File: config.mk
export PLATFORM = sky130hd
export DESIGN_NAME = fsmd_core
export DESIGN_NICKNAME = d
export VERILOG_FILES = /design/src/rtl/fsmd_pkg.sv /design/src/rtl/fsmd_alu.sv /design/src/rtl/fsmd_regfile.sv /design/src/rtl/fsmd_ctrl.sv /design/src/rtl/fsmd_core.sv
export SDC_FILE = /design/constraint.sdc
export NUM_CORES = 1
export LEC_CHECK = 0
export ABC_AREA = 1
export ABC_CLOCK_PERIOD_IN_PS = 12300
export BUFFER_PORTS_ARGS = -buffer_cell sky130_fd_sc_hd__buf_2
export CAP_MARGIN = 15
export CORE_UTILIZATION = 45
export CTS_BUF_LIST = sky130_fd_sc_hd__clkbuf_8
export DETAILED_ROUTE_END_ITERATION = 16
export PLACE_DENSITY = 0.72
export SLEW_MARGIN = 20
export SYNTH_ARGS = -nofsm -noshare
export SYNTH_HDL_FRONTEND = slang
export SYNTH_SLANG_ARGS = --single-unit
File: constraint.sdc
create_clock -name clk -period 12.3 [get_ports clk]
set_input_delay 2.46 -clock clk [delete_from_list [all_inputs] [get_ports clk]]
set_output_delay 2.46 -clock clk [all_outputs]
set_load 0.1 [all_outputs]
File: src/rtl/fsmd_pkg.sv
package fsmd_pkg;

    typedef enum logic [3:0] {
        S_RST, S_FETCH, S_FWAIT, S_DECODE,
        S_LOAD, S_LWAIT, S_STORE, S_STIND,
        S_LDIMM, S_ADD, S_SUB, S_JZ, S_NOP
    } core_state_e;

    localparam logic [3:0] OP_LOAD  = 4'h0;
    localparam logic [3:0] OP_STORE = 4'h1;
    localparam logic [3:0] OP_STIND = 4'h2;
    localparam logic [3:0] OP_LDIMM = 4'h3;
    localparam logic [3:0] OP_ADD   = 4'h4;
    localparam logic [3:0] OP_SUB   = 4'h5;
    localparam logic [3:0] OP_JZ    = 4'h6;

    typedef enum logic [1:0] {SRC_ALU = 2'b00, SRC_MEM = 2'b01, SRC_IMM = 2'b10} wsrc_e;
    typedef enum logic [1:0] {ALU_ADD = 2'b00, ALU_SUB = 2'b01, ALU_PASS = 2'b10} aluop_e;
    typedef enum logic [1:0] {ADR_PC = 2'b00, ADR_FLD = 2'b01, ADR_REG = 2'b10} asel_e;

endpackage

File: src/rtl/fsmd_alu.sv
module fsmd_alu
    import fsmd_pkg::*;
#(
    parameter int DW = 16
) (
    input  logic [DW-1:0] a,
    input  logic [DW-1:0] b,
    input  aluop_e        op,
    output logic [DW-1:0] y,
    output logic          zero
);
    always_comb begin
        unique case (op)
            ALU_ADD: y = a + b;
            ALU_SUB: y = a - b;
            default: y = a;
        endcase
    end

    assign zero = (y == '0);
endmodule

File: src/rtl/fsmd_regfile.sv
module fsmd_regfile #(
    parameter int DW   = 16,
    parameter int NREG = 16,
    localparam int RAW = $clog2(NREG)
) (
    input  logic           clk,
    input  logic           rst_n,
    input  logic [RAW-1:0] ra1,
    input  logic [RAW-1:0] ra2,
    output logic [DW-1:0]  rd1,
    output logic [DW-1:0]  rd2,
    input  logic           we,
    input  logic [RAW-1:0] wa,
    input  logic [DW-1:0]  wd
);
    logic [DW-1:0] regs [NREG];

    for (genvar g = 0; g < NREG; g++) begin : g_reg
        always_ff @(posedge clk or negedge rst_n) begin
            if (!rst_n)
                regs[g] <= '0;
            else if (we && wa == RAW'(g))
                regs[g] <= wd;
        end
    end

    assign rd1 = regs[ra1];
    assign rd2 = regs[ra2];
endmodule

File: src/rtl/fsmd_ctrl.sv
module fsmd_ctrl
    import fsmd_pkg::*;
(
    input  logic        clk,
    input  logic        rst_n,
    input  logic [3:0]  opcode,
    input  logic        alu_zero,
    output core_state_e state_o,
    output logic        ir_ld,
    output logic        pc_clr,
    output logic        pc_inc,
    output logic        pc_ld,
    output logic        rf_we,
    output wsrc_e       rf_src,
    output aluop_e      alu_op,
    output asel_e       addr_sel,
    output logic        wd_sel_rm,
    output logic        mem_rd,
    output logic        mem_wr
);
    core_state_e state_q, state_d;

    always_ff @(posedge clk or negedge rst_n) begin
        if (!rst_n) state_q <= S_RST;
        else        state_q <= state_d;
    end

    always_comb begin
        state_d = S_FETCH;
        unique case (state_q)
            S_RST:    state_d = S_FETCH;
            S_FETCH:  state_d = S_FWAIT;
            S_FWAIT:  state_d = S_DECODE;
            S_DECODE: begin
                unique case (opcode)
                    OP_LOAD:  state_d = S_LOAD;
                    OP_STORE: state_d = S_STORE;
                    OP_STIND: state_d = S_STIND;
                    OP_LDIMM: state_d = S_LDIMM;
                    OP_ADD:   state_d = S_ADD;
                    OP_SUB:   state_d = S_SUB;
                    OP_JZ:    state_d = S_JZ;
                    default:  state_d = S_NOP;
                endcase
            end
            S_LOAD:   state_d = S_LWAIT;
            default:  state_d = S_FETCH;
        endcase
    end

    always_comb begin
        ir_ld     = 1'b0;
        pc_clr    = 1'b0;
        pc_inc    = 1'b0;
        pc_ld     = 1'b0;
        rf_we     = 1'b0;
        rf_src    = SRC_ALU;
        alu_op    = ALU_PASS;
        addr_sel  = ADR_PC;
        wd_sel_rm = 1'b0;
        mem_rd    = 1'b0;
        mem_wr    = 1'b0;
        unique case (state_q)
            S_RST:   pc_clr = 1'b1;
            S_FETCH: begin
                addr_sel = ADR_PC;
                mem_rd   = 1'b1;
            end
            S_FWAIT: begin
                ir_ld  = 1'b1;
                pc_inc = 1'b1;
            end
            S_LOAD: begin
                addr_sel = ADR_FLD;
                mem_rd   = 1'b1;
            end
            S_LWAIT: begin
                rf_we  = 1'b1;
                rf_src = SRC_MEM;
            end
            S_STORE: begin
                addr_sel = ADR_FLD;
                mem_wr   = 1'b1;
            end
            S_STIND: begin
                addr_sel  = ADR_REG;
                wd_sel_rm = 1'b1;
                mem_wr    = 1'b1;
            end
            S_LDIMM: begin
                rf_we  = 1'b1;
                rf_src = SRC_IMM;
            end
            S_ADD: begin
                rf_we  = 1'b1;
                alu_op = ALU_ADD;
            end
            S_SUB: begin
                rf_we  = 1'b1;
                alu_op = ALU_SUB;
            end
            S_JZ: begin
                alu_op = ALU_PASS;
                pc_ld  = alu_zero;
            end
            default: ;
        endcase
    end

    assign state_o = state_q;
endmodule

File: src/rtl/fsmd_core.sv
module fsmd_core
    import fsmd_pkg::*;
#(
    parameter int DW   = 16,
    parameter int NREG = 16
) (
    input  logic          clk,
    input  logic          rst_n,
    output logic [DW-1:0] mem_addr,
    output logic [DW-1:0] mem_wdata,
    input  logic [DW-1:0] mem_rdata,
    output logic          mem_rd,
    output logic          mem_wr
);
    localparam int RAW = $clog2(NREG);
    localparam int FLD = 8;

    core_state_e   state;
    logic          ir_ld, pc_clr, pc_inc, pc_ld, rf_we, wd_sel_rm, alu_zero;
    wsrc_e         rf_src;
    aluop_e        alu_op;
    asel_e         addr_sel;
    logic [DW-1:0] pc_q, ir_q;
    logic [DW-1:0] rd1, rd2, alu_y, rf_wd, fld_ext;
    logic [RAW-1:0] rn, rm;

    assign rn      = ir_q[8 +: RAW];
    assign rm      = ir_q[4 +: RAW];
    assign fld_ext = {{(DW-FLD){1'b0}}, ir_q[FLD-1:0]};

    fsmd_ctrl u_ctrl (
        .clk       (clk),
        .rst_n     (rst_n),
        .opcode    (ir_q[DW-1 -: 4]),
        .alu_zero  (alu_zero),
        .state_o   (state),
        .ir_ld     (ir_ld),
        .pc_clr    (pc_clr),
        .pc_inc    (pc_inc),
        .pc_ld     (pc_ld),
        .rf_we     (rf_we),
        .rf_src    (rf_src),
        .alu_op    (alu_op),
        .addr_sel  (addr_sel),
        .wd_sel_rm (wd_sel_rm),
        .mem_rd    (mem_rd),
        .mem_wr    (mem_wr)
    );

    fsmd_regfile #(.DW(DW), .NREG(NREG)) u_rf (
        .clk   (clk),
        .rst_n (rst_n),
        .ra1   (rn),
        .ra2   (rm),
        .rd1   (rd1),
        .rd2   (rd2),
        .we    (rf_we),
        .wa    (rn),
        .wd    (rf_wd)
    );

    fsmd_alu #(.DW(DW)) u_alu (
        .a    (rd1),
        .b    (rd2),
        .op   (alu_op),
        .y    (alu_y),
        .zero (alu_zero)
    );

    always_ff @(posedge clk or negedge rst_n) begin
        if (!rst_n)      pc_q <= '0;
        else if (pc_clr) pc_q <= '0;
        else if (pc_ld)  pc_q <= fld_ext;
        else if (pc_inc) pc_q <= pc_q + 1'b1;
    end

    always_ff @(posedge clk or negedge rst_n) begin
        if (!rst_n)     ir_q <= '0;
        else if (ir_ld) ir_q <= mem_rdata;
    end

    always_comb begin
        unique case (rf_src)
            SRC_MEM: rf_wd = mem_rdata;
            SRC_IMM: rf_wd = fld_ext;
            default: rf_wd = alu_y;
        endcase
    end

    always_comb begin
        unique case (addr_sel)
            ADR_FLD: mem_addr = fld_ext;
            ADR_REG: mem_addr = rd1;
            default: mem_addr = pc_q;
        endcase
    end

    assign mem_wdata = wd_sel_rm ? rd2 : rd1;
endmodule

### After elaboration in Yosys (flattened, before gate mapping)

Index checks and enable logic that the tools add are counted.
W data, S select, Z words.

| storage, ports and cells | value |
|---|---|
| bits in latches | 0 |
| register bits after elaboration | 292 |
| memories | 0 |
| RAM bits | 0 |
| logic and storage cells | 114 |
| ROM bits | 0 |

| cells by class | value |
|---|---|
| shift operators | 0 |
| bitwise logic cells | 2 |
| order comparisons | 2 |
| div/mod/pow operators | 0 |
| eq/ne operators | 37 |
| muxes and demuxes | 25 |
| reduce and logical (&&, ||, !) cells | 26 |
| $mul | 0 |
| add/sub/neg operators | 3 |

Operator list:

| operator | number |
|---|---|
| $bmux W16 S4 | 2 |
| $mux W16 | 8 |
| $pmux W16 S2 | 3 |
| $eq A4 B4 Y1 const B | 12 |
| $eq A4 B3 Y1 const B | 11 |
| $pmux W4 S7 | 1 |
| $eq A4 B2 Y1 const B | 6 |
| $add A16 B1 Y16 const B | 1 |
| $add A16 B16 Y16 | 1 |
| $logic_and A1 B1 Y1 | 16 |
| $logic_not A16 Y1 | 1 |
| $pmux W4 S4 | 1 |
| $sub A16 B16 Y16 | 1 |
| $eq A4 B1 Y1 const B | 3 |
| $logic_not A4 Y1 | 3 |
| $pmux W2 S2 | 3 |
| $ge A5 B5 Y1 const B | 2 |
| $not A4 Y5 | 2 |
| $mux W1 | 7 |
| $eq A2 B1 Y1 const B | 3 |
| $reduce_or A2 Y1 | 3 |
| $eq A2 B2 Y1 const B | 2 |
| $reduce_or A4 Y1 | 1 |
| $reduce_bool A3 Y1 | 1 |
| $logic_not A2 Y1 | 1 |

### Logic depth before layout (Yosys ltp)

| logic depth | value |
|---|---|
| word-level depth | 10 |
| mapped depth | 33 |
| mapped depth without buffers | 32 |

### Cells and area by module

A second synthesis with hierarchy kept.

| second synthesis, totals | value |
|---|---|
| cells, all modules | 2971 |
| area total of the unflattened synthesis | 19238.5 µm² |

Modules (own cells, without submodules):

| module | area an instance (µm²) | cells an instance | sequential area each (µm²) | times used |
|---|---|---|---|---|
| fsmd_regfile | 14864.3 | 2239 | 6406.1 | 1 |
| fsmd_core | 2397.3 | 350 | 800.8 | 1 |
| fsmd_alu | 1651.6 | 325 | 0.0 | 1 |
| fsmd_ctrl | 325.3 | 57 | 100.1 | 1 |

### Least setup slack after synthesis

OpenSTA, ideal clock, no wires.

| timing | value |
|---|---|
| path kind | reg2out |
| start | register u_ctrl.state_q[3], in the netlist u_ctrl.state_o[3] |
| end | output mem_addr[13] |
| slack | 5.773 ns |
| cell stages (with the launch flop) | 11 |
| buffers on the path | 2 |
| arrival | 4.067 ns |
| cells stage by stage | dfrtp_1 > nor2_1 > inv_1 > nor2_1 > inv_1 > ha_1 > clkbuf_1 > inv_1 > nand2_1 > clkbuf_1 > o21ai_0 |

| on the way | value |
|---|---|
| word-level cells in the longest chain between the ends | 5 |
| elaborated cells between the ends (all ways) | 8 |

RTL lines:

| item | RTL line | text |
|---|---|---|
| start: declaration | fsmd_ctrl.sv:21 | `core_state_e state_q, state_d;` |
| start signal: assignment | fsmd_ctrl.sv:25 | `else state_q <= state_d;` |
| $eq A4 B3 Y1 | fsmd_ctrl.sv:63 | `unique case (state_q)` |
| $reduce_or A2 Y1 (no source line) | -- |  |
| $pmux W2 S2 (*) | fsmd_ctrl.sv:63 |  |
| $eq A2 B2 Y1 or $eq A2 B1 Y1 (tied branches) | fsmd_core.sv:91 | `unique case (addr_sel)` |
| $pmux W16 S2 (*) | fsmd_core.sv:91 |  |
| end: declaration | fsmd_core.sv:9 | `output logic [DW-1:0] mem_addr,` |

Mark *: on every way between the ends. The rest lies on a longest branch, timed or not.

### Worst setup path in the final report

| timing | value |
|---|---|
| start | register ir_q[8] |
| end | output mem_wdata[9] |

| on the way | value |
|---|---|
| word-level cells in the longest chain between the ends | 5 |

RTL lines:

| item | RTL line | text |
|---|---|---|
| start: declaration | fsmd_core.sv:23 | `logic [DW-1:0] pc_q, ir_q;` |
| start signal: assignment | fsmd_core.sv:79 | `else if (ir_ld) ir_q <= mem_rdata;` |
| $not A4 Y5 (not written as such) | fsmd_regfile.sv:27 | `assign rd1 = regs[ra1];` |
| $bmux W16 S4 | fsmd_regfile.sv:27 |  |
| $mux W16 (not written as such) (2 in a row) | fsmd_regfile.sv:27 |  |
| $mux W16 | fsmd_core.sv:98 | `assign mem_wdata = wd_sel_rm ? rd2 : rd1;` |
| end: declaration | fsmd_core.sv:10 | `output logic [DW-1:0] mem_wdata,` |

No other way between the ends. The select of a mux whose other input is x is not followed.

==> impl_metrics.ini <==
[floorplan]
die-width_um = 204.0
rows = 73
fp.dieH_um = 204.0
core-area_um2 = 40010
die_area_um2 = 41600
start_util_pct = 45.87
ioPinCount = 52

[critical_path]
crit_family = buffers and inverters
reg2regPathDepth = 32
r2r_slack_ns = 5.69
arrival_ns = 4.50
crit_path_start_kind = register
critPathBufInv = 5
cpMostUsedCell = buf_4
cpPeakStageDelay_ns = 0.49
end_kind = primary output
path_cells = buf_4, inv_1, buf_4, nor2_2, buf_4, a22o_1, o21ai_0, nand4_1, nor2_1, a31oi_1, buf_2
r2r-start = ir_q[4]$_DFFE_PN0P_
critical_path.slowest_cell = buf_2
crit_fanout = 47
reg2reg_to = pc_q[4]$_DFFE_PN0P_
crit_required_ns = 9.84
critPathKind = reg -> out

[synth]
syn-cell-area_um2 = 18350
ys_ff_latch = 292
ys_async_sr_fraction_pct = 100.0
synth-simple-area-share_pct = 27.82
synth-xor-area-share_pct = 1.193
synth_top_area_cell = dfrtp_1
synth_cell_types = 49
yosys-top-cells-area = dfrtp_1 40%, nand2_1 18%, o21ai_0 8.9%, inv_1 6.6%, nand3_1 6.0%
yosysWarnings = 0
yosysTopAreaCellShare_pct = 39.81
synth_edf_count = 0
ys.flop_type = dfrtp_1
avgSynthCellArea_um2 = 6.936
syn_nets = 2686
synth_compound_area_share_pct = 16.87
synth_top_family_by_area = simple AND/OR/NAND/NOR gates
synth_most_common_cell = nand2_1
synthAdderAreaFrac_pct = 1.541
ys_seq_area_share_pct = 39.81
synth_commonest_cells = 870 x nand2_1, 328 x o21ai_0, 321 x inv_1
muxShareOfSynthArea_pct = 1.657
syn_inst = 2646

[detailed_routing]
wl_um = 64060
dr.pass1.iters = 7
drt-wirelength-per-cell_um = 20.01
drt_iter0_markers = 2289
vias = 18398
ant_nets = 0
post-route-drc-count = 0
viasPerCell = 5.748

[layout]
final_core_util_pct = 50.01
diodes = 0
nNetsFinal = 2675
nFillCells = 3845
area_growth_pct = 9.019
drive_gt1_share_pct = 9.716
register_area_um2 = 7313
multi_input_area_um2 = 9077

[worst_hold_path]
hold_start = pc_q[12]$_DFFE_PN0P_
hold-path-cell-count = 2
min_to = pc_q[12]$_DFFE_PN0P_
hp-class = reg -> reg

[clocking]
post_cts_resized = 0
cts_sinks = 292
htree_levels = 2
cts_hold_buf = 0
cts_buffers = 51
tritoncts = yes
cts_buffer_depth = 3
path_clk_slew_ns = 0.06
cts_root_buf = clkbuf_8
post_cts_buffers = 0
clk-insertion-delay-late_ns = 0.67

[timing]
rsz0062_at_grt = no
fmax_mhz = 143.6
finalSetupViolations = 0
finalCritPeriodShare_pct = 56.61
hold_violations = 0
maxSlewHeadroom_pct = 28.52
slew_violations = 0
setup_slack_ns = 5.338
clock_skew_ns = 0.05608
tightest_slew_ns = 1.071
min_period_ns = 6.962
finalSetupTns_ns = 0

[outcome]
outcome = finished, final reports clean

[global_route]
grt_pass1_vias = 17588
antenna_found_initial = 0
grt_max_degree = 90
grt_overflow = 0
grt_pass1_wl_um = 99580
grt_util_all_layers_pct = 31.15

[place]
port_buffers = 51
pre_cts_slack_ns = 5.908
detailed_place_hpwl_um = 41150
gp_congestion = 0.9452

[flow_run]
max-cap-violations = 0
## area by class of cell
type / count / share of cell area [%]
sequential: 292 / 36.55
inverter: 328 / 6.153
timing repair buffer: 102 / 3.239
clock inverter: 25 / 0.6566
multi-input combinational: 1860 / 45.37
clock buffer: 69 / 4.746
tap: 525 / 3.283
## how the worst max path moves through the flow
| stage | start | end | depth (start not counted) |
|---|---|---|---|
| after floorplan | u_ctrl.state_o[3]$_DFF_PN0_ | mem_addr[13] | 10 |
| after global placement | ir_q[4]$_DFFE_PN0P_ | u_rf.regs[30]$_DFFE_PN0P_ | 28 |
| after detailed placement | ir_q[4]$_DFFE_PN0P_ | u_rf.regs[94]$_DFFE_PN0P_ | 28 |
| after CTS | ir_q[8]$_DFFE_PN0P_ | mem_wdata[9] | 11 |
| after global routing | ir_q[4]$_DFFE_PN0P_ | pc_q[2]$_DFFE_PN0P_ | 29 |
| final | ir_q[8]$_DFFE_PN0P_ | mem_wdata[9] | 11 |
## routing by layer
layer / GRT usage [%] / up-vias / part of all wire (%)
met5: 0 / - / 0
met4: 15.96 / 0 / 5.1
met3: 7.334 / 216 / 11
met2: 48.49 / 1030 / 44
met1: 40.36 / 8625 / 40
li1: - / 8527 / -
## worst reg2reg max path: cells and delay by family (launching register included)
family	cells	cell delay [ns]
simple gates	22	3.03
fa+ha+maj	2	0.53
compound gates	4	0.88
xor+xnor	1	0.20
flops	1	0.74
buf+inv	3	1.15
## cell usage in the layout, fill, tap and decap left out, drive strengths merged
master,instances
xnor2,5
o21a,1
o21bai,1
o31ai,2
a21boi,2
inv,342
mux2,27
a31oi,7
nand4,15
o2111ai,1
a22o,8
dfrtp,292
clkinvlp,1
a22oi,20
o22ai,15
nor2,129
clkbuf,69
fa,1
clkinv,9
or2,3
o21ai,346
buf,102
nand2,877
a221oi,1
a211oi,2
nor3,4
a21o,1
nand3,220
o221ai,33
ha,21
xor2,20
a21oi,41
bufinv,1
o211ai,53
nand3b,4
## sequential cells by signal (all words and copies together), names as in the netlist
name,cells
pc_q,16
u_ctrl.state_o,4
ir_q,16
u_rf.regs,256
## cell families after synthesis
kind of cell	count (synthesis)
buffers and inverters	494
XOR/XNOR	25
adder cells (fa/ha/maj)	22
AND/OR/NAND/NOR	1252
AO/OA/AOI/OAI	534
flip-flops	292
multiplexers	27
## through the flow
stage,instance area [um2],instances,hold WS (ns)
after global routing,20010,3201,0.5371
after floorplan,18350,2646,0.4687
after CTS,20000,3201,0.5098
final,20010,3201,0.5100
after global placement,18910,3107,0.4945
after detailed placement,18920,3107,0.4953
Power is left out: the tool's default activity adds up to more than one toggle a clock period on the data nets, which glitch-free logic cannot reach.
